$ cat config.mk
export PLATFORM = sky130hd
export DESIGN_NAME = floppy_head_ctl
export DESIGN_NICKNAME = d
export VERILOG_FILES = /design/src/rtl/fhc_pkg.sv /design/src/rtl/fhc_decode.sv /design/src/rtl/fhc_stepper.sv /design/src/rtl/fhc_track_reader.sv /design/src/rtl/floppy_head_ctl.sv
export SDC_FILE = /design/constraint.sdc
export NUM_CORES = 1
export LEC_CHECK = 0
export BUFFER_PORTS_ARGS = -buffer_cell sky130_fd_sc_hd__buf_2
export CORE_MARGIN = 8
export CORE_UTILIZATION = 47
export CTS_BUF_LIST = sky130_fd_sc_hd__clkbuf_4
export DETAILED_ROUTE_END_ITERATION = 7
export PLACE_DENSITY_LB_ADDON = 0.3
export SETUP_SLACK_MARGIN = 0.5
export SYNTH_ARGS = -nofsm -noshare
export SYNTH_HDL_FRONTEND = slang
export SYNTH_SLANG_ARGS = --single-unit
$ cat constraint.sdc
create_clock -name clk -period 1.94 [get_ports clk]
set_input_delay 0.582 -clock clk [delete_from_list [all_inputs] [get_ports clk]]
set_output_delay 0.582 -clock clk [all_outputs]
set_load 0.01 [all_outputs]
$ cat src/rtl/fhc_pkg.sv
package fhc_pkg;

  typedef logic [1:0] coil_t;

  typedef enum logic [1:0] {
    MV_HOLD = 2'd0,
    MV_INC  = 2'd1,
    MV_DEC  = 2'd2
  } move_e;

  typedef struct packed {
    logic  any_hit;
    logic  coil_on;
    logic  coil_off;
    coil_t coil_idx;
    logic  data_rd;
  } sw_cmd_t;

  localparam logic [3:0] SW_DATA_OFS = 4'hC;

  // Step direction from the newly energised coil relative to the last released one.
  function automatic move_e coil_move(coil_t now_c, coil_t prev_c);
    coil_t diff;
    diff = now_c - prev_c;
    case (diff)
      2'd1:    return MV_INC;
      2'd3:    return MV_DEC;
      default: return MV_HOLD;
    endcase
  endfunction

endpackage

$ cat src/rtl/fhc_decode.sv
module fhc_decode
  import fhc_pkg::*;
#(
  parameter int ADDR_W  = 16,
  parameter int IO_BASE = 16'hC080,
  parameter int SLOT    = 6
) (
  input  logic              bus_rd,
  input  logic [ADDR_W-1:0] bus_addr,
  output sw_cmd_t           cmd
);
  localparam logic [ADDR_W-1:0] WIN_BASE = ADDR_W'(IO_BASE + 16 * SLOT);

  logic       hit;
  logic [3:0] ofs;

  assign hit = bus_rd && (bus_addr[ADDR_W-1:4] == WIN_BASE[ADDR_W-1:4]);
  assign ofs = bus_addr[3:0];

  always_comb begin
    cmd.any_hit  = hit;
    cmd.coil_on  = hit && !ofs[3] && ofs[0];
    cmd.coil_off = hit && !ofs[3] && !ofs[0];
    cmd.coil_idx = ofs[2:1];
    cmd.data_rd  = hit && (ofs == SW_DATA_OFS);
  end

endmodule

$ cat src/rtl/fhc_stepper.sv
module fhc_stepper
  import fhc_pkg::*;
#(
  parameter int POS_W   = 7,
  parameter int POS_MAX = 80
) (
  input  logic             clk,
  input  logic             rst,
  input  logic             coil_on,
  input  logic             coil_off,
  input  coil_t            coil_idx,
  output logic [POS_W-1:0] pos
);
  localparam logic [POS_W-1:0] POS_TOP = POS_W'(POS_MAX);

  coil_t            cur_q;
  coil_t            last_q;
  logic [POS_W-1:0] pos_q;
  logic [POS_W-1:0] pos_nxt;
  move_e            mv;

  assign mv = coil_move(coil_idx, last_q);

  always_comb begin
    pos_nxt = pos_q;
    case (mv)
      MV_INC:  pos_nxt = (pos_q >= POS_TOP) ? POS_TOP : pos_q + 1'b1;
      MV_DEC:  pos_nxt = (pos_q == '0) ? '0 : pos_q - 1'b1;
      default: pos_nxt = pos_q;
    endcase
  end

  always_ff @(posedge clk) begin
    if (rst) begin
      cur_q  <= '0;
      last_q <= '0;
      pos_q  <= POS_TOP;
    end else if (coil_on) begin
      cur_q <= coil_idx;
      pos_q <= pos_nxt;
    end else if (coil_off) begin
      last_q <= cur_q;
    end
  end

  assign pos = pos_q;

endmodule

$ cat src/rtl/fhc_track_reader.sv
module fhc_track_reader #(
  parameter int TRK_BYTES = 6656,
  parameter int OFS_W     = $clog2(TRK_BYTES)
) (
  input  logic             clk,
  input  logic             rst,
  input  logic             any_hit,
  input  logic             data_rd,
  input  logic [7:0]       trk_byte,
  output logic [OFS_W-1:0] trk_ofs,
  output logic             rd_valid,
  output logic [7:0]       rd_data
);
  localparam logic [OFS_W-1:0] OFS_LAST = OFS_W'(TRK_BYTES - 1);

  logic [OFS_W-1:0] ofs_q;

  always_ff @(posedge clk) begin
    if (rst) begin
      ofs_q    <= '0;
      rd_valid <= 1'b0;
      rd_data  <= '0;
    end else begin
      rd_valid <= any_hit;
      rd_data  <= data_rd ? trk_byte : 8'h00;
      if (data_rd) ofs_q <= (ofs_q == OFS_LAST) ? '0 : ofs_q + 1'b1;
    end
  end

  assign trk_ofs = ofs_q;

endmodule

$ cat src/rtl/floppy_head_ctl.sv
module floppy_head_ctl
  import fhc_pkg::*;
#(
  parameter int ADDR_W    = 16,
  parameter int IO_BASE   = 16'hC080,
  parameter int SLOT      = 6,
  parameter int POS_W     = 7,
  parameter int POS_MAX   = 80,
  parameter int TRK_BYTES = 6656
) (
  input  logic                         clk,
  input  logic                         rst,
  input  logic                         bus_rd,
  input  logic [ADDR_W-1:0]            bus_addr,
  output logic                         rd_valid,
  output logic [7:0]                   rd_data,
  output logic [POS_W-1:0]             trk_half,
  output logic [$clog2(TRK_BYTES)-1:0] trk_ofs,
  input  logic [7:0]                   trk_byte
);
  localparam int OFS_W = $clog2(TRK_BYTES);

  sw_cmd_t cmd;

  fhc_decode #(
    .ADDR_W (ADDR_W),
    .IO_BASE(IO_BASE),
    .SLOT   (SLOT)
  ) decode_i (
    .bus_rd  (bus_rd),
    .bus_addr(bus_addr),
    .cmd     (cmd)
  );

  fhc_stepper #(
    .POS_W  (POS_W),
    .POS_MAX(POS_MAX)
  ) stepper_i (
    .clk     (clk),
    .rst     (rst),
    .coil_on (cmd.coil_on),
    .coil_off(cmd.coil_off),
    .coil_idx(cmd.coil_idx),
    .pos     (trk_half)
  );

  fhc_track_reader #(
    .TRK_BYTES(TRK_BYTES),
    .OFS_W    (OFS_W)
  ) reader_i (
    .clk     (clk),
    .rst     (rst),
    .any_hit (cmd.any_hit),
    .data_rd (cmd.data_rd),
    .trk_byte(trk_byte),
    .trk_ofs (trk_ofs),
    .rd_valid(rd_valid),
    .rd_data (rd_data)
  );

endmodule

======== After elaboration in Yosys (flattened, before gate mapping) ========
Cells that the tools add are included.
storage, ports and cells
  register bits ........................... 33
  input port bits ......................... 27
  output and inout port bits .............. 29
  word-level logic and storage cells ...... 37
cells by class
  add/sub/neg operators ................... 4
  order comparisons ....................... 1
  equality and inequality tests ........... 7
  multiplexer cells ....................... 5
  bitwise logic cells ..................... 2
  reduce and logical (&&, ||, !) cells .... 12
operators by type and width
  kind                     number
  $mux W7                  2
  $pmux W7 S2              1
  $add A13 B1 Y13 const B  1
  $eq A13 B13 Y1 const B   1
  $mux W13                 1
  $eq A12 B12 Y1 const B   1
  $add A7 B1 Y7 const B    1
  $ge A7 B7 Y1 const B     1
  $logic_not A7 Y1         1
  $sub A7 B1 Y7 const B    1
  $logic_and A1 B1 Y1      5
  $eq A2 B1 Y1 const B     2
  $eq A2 B2 Y1 const B     2
  $eq A4 B4 Y1 const B     1
  $pmux W2 S2              1
  $reduce_and A2 Y1        2
  $logic_not A1 Y1         2
  $not A1 Y1               2
  $reduce_bool A2 Y1       1
  $reduce_or A2 Y1         1
  $sub A2 B2 Y2            1

======== Depth between registers and ports, before layout ========
  depth after elaboration ................. 6
  gate-level depth with buffers ........... 8
  mapped depth without buffers ............ 7

======== Modules after synthesis ========
A second synthesis with hierarchy kept.
second synthesis, totals
  cell total of the unflattened synthesis .. 190
  area total of the unflattened synthesis .. 1730.4 um^2
modules (own cells, without submodules)
  module            times used  cells each  area each (um^2)
  fhc_track_reader  1           87          879.6
  fhc_stepper       1           90          745.7
  fhc_decode        1           13          105.1

======== Least setup slack after synthesis ========
No wires, ideal clock.
  path type ............................... input-to-reg
  from .................................... input bus_addr[11]
  to ...................................... register reader_i.ofs_q[11] (netlist: reader_i.trk_ofs[11])
  library setup time ...................... 0.070 ns
  arrival time ............................ 1.876 ns
  required time ........................... 1.870 ns
  setup slack ............................. -0.006 ns
  stages .................................. 6
  cell sequence ........................... nor4b_2 > nand4_2 > or2_1 > clkbuf_2 > or3_1 > a21oi_1
on the way
  longest elaborated chain between the ends .. 3
ends and longest elaborated chain
  element                 line                    RTL
  start: declaration      floppy_head_ctl.sv:14   input logic [ADDR_W-1:0] bus_addr,
  $eq A12 B12 Y1          fhc_decode.sv:17        assign hit = bus_rd && (bus_addr[ADDR_W-1:4] == WIN_BASE[ADDR_W-1:4]);
  $logic_and A1 B1 Y1     fhc_decode.sv:17
  $logic_and A1 B1 Y1     fhc_decode.sv:25        cmd.data_rd = hit && (ofs == SW_DATA_OFS);
  end signal: assignment  fhc_track_reader.sv:26  if (data_rd) ofs_q <= (ofs_q == OFS_LAST) ? '0 : ofs_q + 1'b1;
  end: declaration        fhc_track_reader.sv:16  logic [OFS_W-1:0] ofs_q;
No other way between the ends.
A chain may end at the register's enable or synchronous reset.

======== Final worst setup path ========
  from .................................... register stepper_i.pos_q[0] (netlist: stepper_i.pos[0])
  to ...................................... register stepper_i.pos_q[5] (netlist: stepper_i.pos[5])
on the way
  longest elaborated chain between the ends .. 3
ends and longest elaborated chain
  element                                      line                                  RTL
  start: declaration                           fhc_stepper.sv:18                     logic [POS_W-1:0] pos_q;
  start signal: assignment                     fhc_stepper.sv:40                     pos_q <= pos_nxt;
  $sub A7 B1 Y7, or another cell as far along  fhc_stepper.sv:28                     MV_DEC: pos_nxt = (pos_q == '0) ? '0 : pos_q - 1'b1;
  $mux W7, on equally long branches            fhc_stepper.sv:28, fhc_stepper.sv:27
  $pmux W7 S2 (*)                              fhc_stepper.sv:26                     case (mv)
Every way passes the cells marked *; elsewhere a longest branch is shown, timed or not.

==> qor.txt <==
Outcome = completed
H-tree levels = 2
Final hold violation count = 0
CP Buf/Inv Count = 1
Placed cell areas = 0.00226 mm^2
Critical Path RT = 2190 ps
Clock-pin slew on the worst setup and hold paths = 110 ps
Sw Ratio = 26.5%
First-pass GRT wire length = 9230 um
First drt pass iteration count = 5
Drt drc = 0
Vias in the first global route = 1940
CP max stage cell = or4b_4
Commonest non-fill, non-tap cell in the layout = buf_4
TritonCTS buffer count = 5
Ports = 56
Gpl congestion = 0.886
Global Route Usage Sum = 18.8%
Post-synth top area cell = dfxtp_1
# clock sinks = 33
Setup Skew = 12.9 ps
Period minus WS final = 1760 ps
Worst skew pair latency = 360 ps
Final instance count without filler cells = 359
Initial antenna violation count = 0
Die span in y = 76.3 um
Clk root buf = clkbuf_4
Cell family with most CP delay = simple AND/OR/NAND/NOR gates
Crit start category = flip-flop
Hold_buf cts = 0
R2R setup slack = 180 ps
FMAX = 0.569 GHz
Mapped Cells = 205
Die Width = 76.3 um
Cell Area, Synth = 0.00171 mm^2
Total number of vias = 2046
Final setup violation count = 0
Port Buf Inserts = 55
Synthesized flop and latch total = 33
Final total negative setup slack = 0 ps
Sequential share of power = 57.2%
Register area share after synthesis = 38.6%
Endpoint type of the worst setup path = flip-flop
CP cell instances = inv_2, ha_4, or4b_4, nor3_4, a211oi_2, a21oi_1, a311oi_1
VDD IR max = 0.000375 V
Arr. time, crit path = 2000 ps
Max-cap violations = 0
Worst min path class = in -> reg
Ant diodes = 0
CP Class = reg -> reg
NetSw = 0.000307 W
Cell Pwr Density = 399 mW/mm^2
Row cnt = 22
Part of the power in combinational logic = 8.8%
Area contributors post-synth = dfxtp_1, nor2_1, a21oi_1
CTS Buffer Depth = 2
Final Max Tran Viols = 0
Clk pwr share = 34.0%
Drt initial violations = 97
Final wirelength = 6330 um
Final instance area = 0.00290 mm^2
Area added between synthesis and finish = 69.2%
CP max FO = 4
Die area = 0.00583 mm^2
CTS tree = built
Via/cell ratio = 5.70
Post-synth net total = 236
Yosys cell types = 45
Placeable Area = 0.00358 mm^2
Synthesized area per cell = 8.35 um^2
Total grt overflow = 0
Layout cells sized above 1 = 58.5%
Internal power = 0.000850 W
Max incr delay on CP = 500 ps
DP Cell Count = 325
Crit share post-route = 90.5%
Largest net degree at the start of global routing = 18
Worst Max-Slew Pin Slew = 346 ps
Tot Pwr = 0.00116 W
Leakage = 1.27 nW
Max_slew headroom = 76.8%
Post-synth top area share = 38.6%
Antenna viol nets, final = 0
Initial core utilization = 47.8%
Post-DR wirelength/cell = 17.6 um
Most frequent cells in the layout = buf_4, buf_2, buf_6
RSZ-0062 raised after global routing = yes
Hpwl dp = 3480 um
Syn. warnings = 0
Final #Nets = 341
==> cell families after synthesis <==
| group | after synthesis | share of synthesized area, % |
|---|---|---|
| AND/OR/NAND/NOR | 96 | 31.9 |
| AO/OA/AOI/OAI | 46 | 16.1 |
| flip-flops | 33 | 38.6 |
| buffers and inverters | 16 | 4.24 |
| XOR/XNOR | 6 | 3.87 |
| multiplexers | 4 | 2.34 |
| adder cells (fa/ha/maj) | 4 | 2.92 |
==> worst paths after layout <==
kind	cells after the start	startpoint	endpoint
min	2	trk_byte[4]	reader_i.rd_data[4]
min reg2reg	1	reader_i.trk_ofs[12]	reader_i.trk_ofs[12]
max reg2reg	7	stepper_i.pos[0]	stepper_i.pos[5]
max	7	stepper_i.pos[0]	stepper_i.pos[5]
==> flip-flops by register name (all words and copies together), names as in the netlist <==
register,cells
stepper_i.pos,7
stepper_i.cur_q,2
reader_i.trk_ofs,13
reader_i.rd_data,8
stepper_i.last_q,2
reader_i.rd_valid,1
==> stage by stage <==
stage               hold slack [ps]  setup slack, ps  utilization [%]
global placement                468             -144             63.1
global route                    419              110             80.9
finish                          433              183             80.9
floorplan                       449             38.4                -
CTS                             424              236             76.2
detailed placement              483             -185             63.1
==> repair_timing <==
item	4_1_cts	5_1_grt
gates resized for setup	82	28
gates cloned	2	0
pin swaps	30	21
setup buffers	16	8
endpoints found under the setup margin	50	52
==> routing by layer <==
layer	global-route usage, %	vias to the layer above	part of all wire (%)	wire length, um
li1	-	959	-	-
met1	21.6	958	38	2420
met2	31.0	106	50	3140
met3	7.67	23	9.1	579
met4	5.77	0	3.0	191
met5	0	-	0	0
==> cell type report <==
cell class / instances / area, um^2
multi-input cells: 157 / 1230
repair buffers: 106 / 808
flip-flops and latches: 33 / 714
fillers: 224 / 682
well taps: 48 / 60.1
clock buffers: 5 / 37.5
inverters: 7 / 28.8
clock inverters: 3 / 17.5
==> synth_stat cells (all sizes together) <==
cell type and number:
dfxtp 33, nor2 25, a21oi 15, o21ai 15, nand2 13, nor3 9, and2 8, clkbuf 7
inv 7, nand4 7, nand3 6, nor4 5, xnor2 5, a311oi 4, and3 4, ha 4
mux2i 4, a211oi 3, a31oi 3, nand3b 3, or3 3, buf 2, nor2b 2, nor3b 2
or2 2, a221oi 1, a22oi 1, and3b 1, and4b 1, nand2b 1, nand4b 1, nor4b 1
o2111ai 1, o211ai 1, o311ai 1, o31ai 1, or3b 1, or4b 1, xnor3 1
==> power groups by stage <==
stage | Clock [W] | Sequential [W] | Combinational, W
final | 0.000393 | 0.000661 | 0.000102
after global routing | 0.000431 | 0.000662 | 0.000108
after CTS | 0.000397 | 0.000665 | 0.0000951
after detailed placement | 0 | 0.000693 | 0.0000823
after global placement | 0 | 0.000693 | 0.0000808
after floorplan | 0 | 0.000693 | 0.0000400
Note: power is estimated with default switching activity, not from simulation.
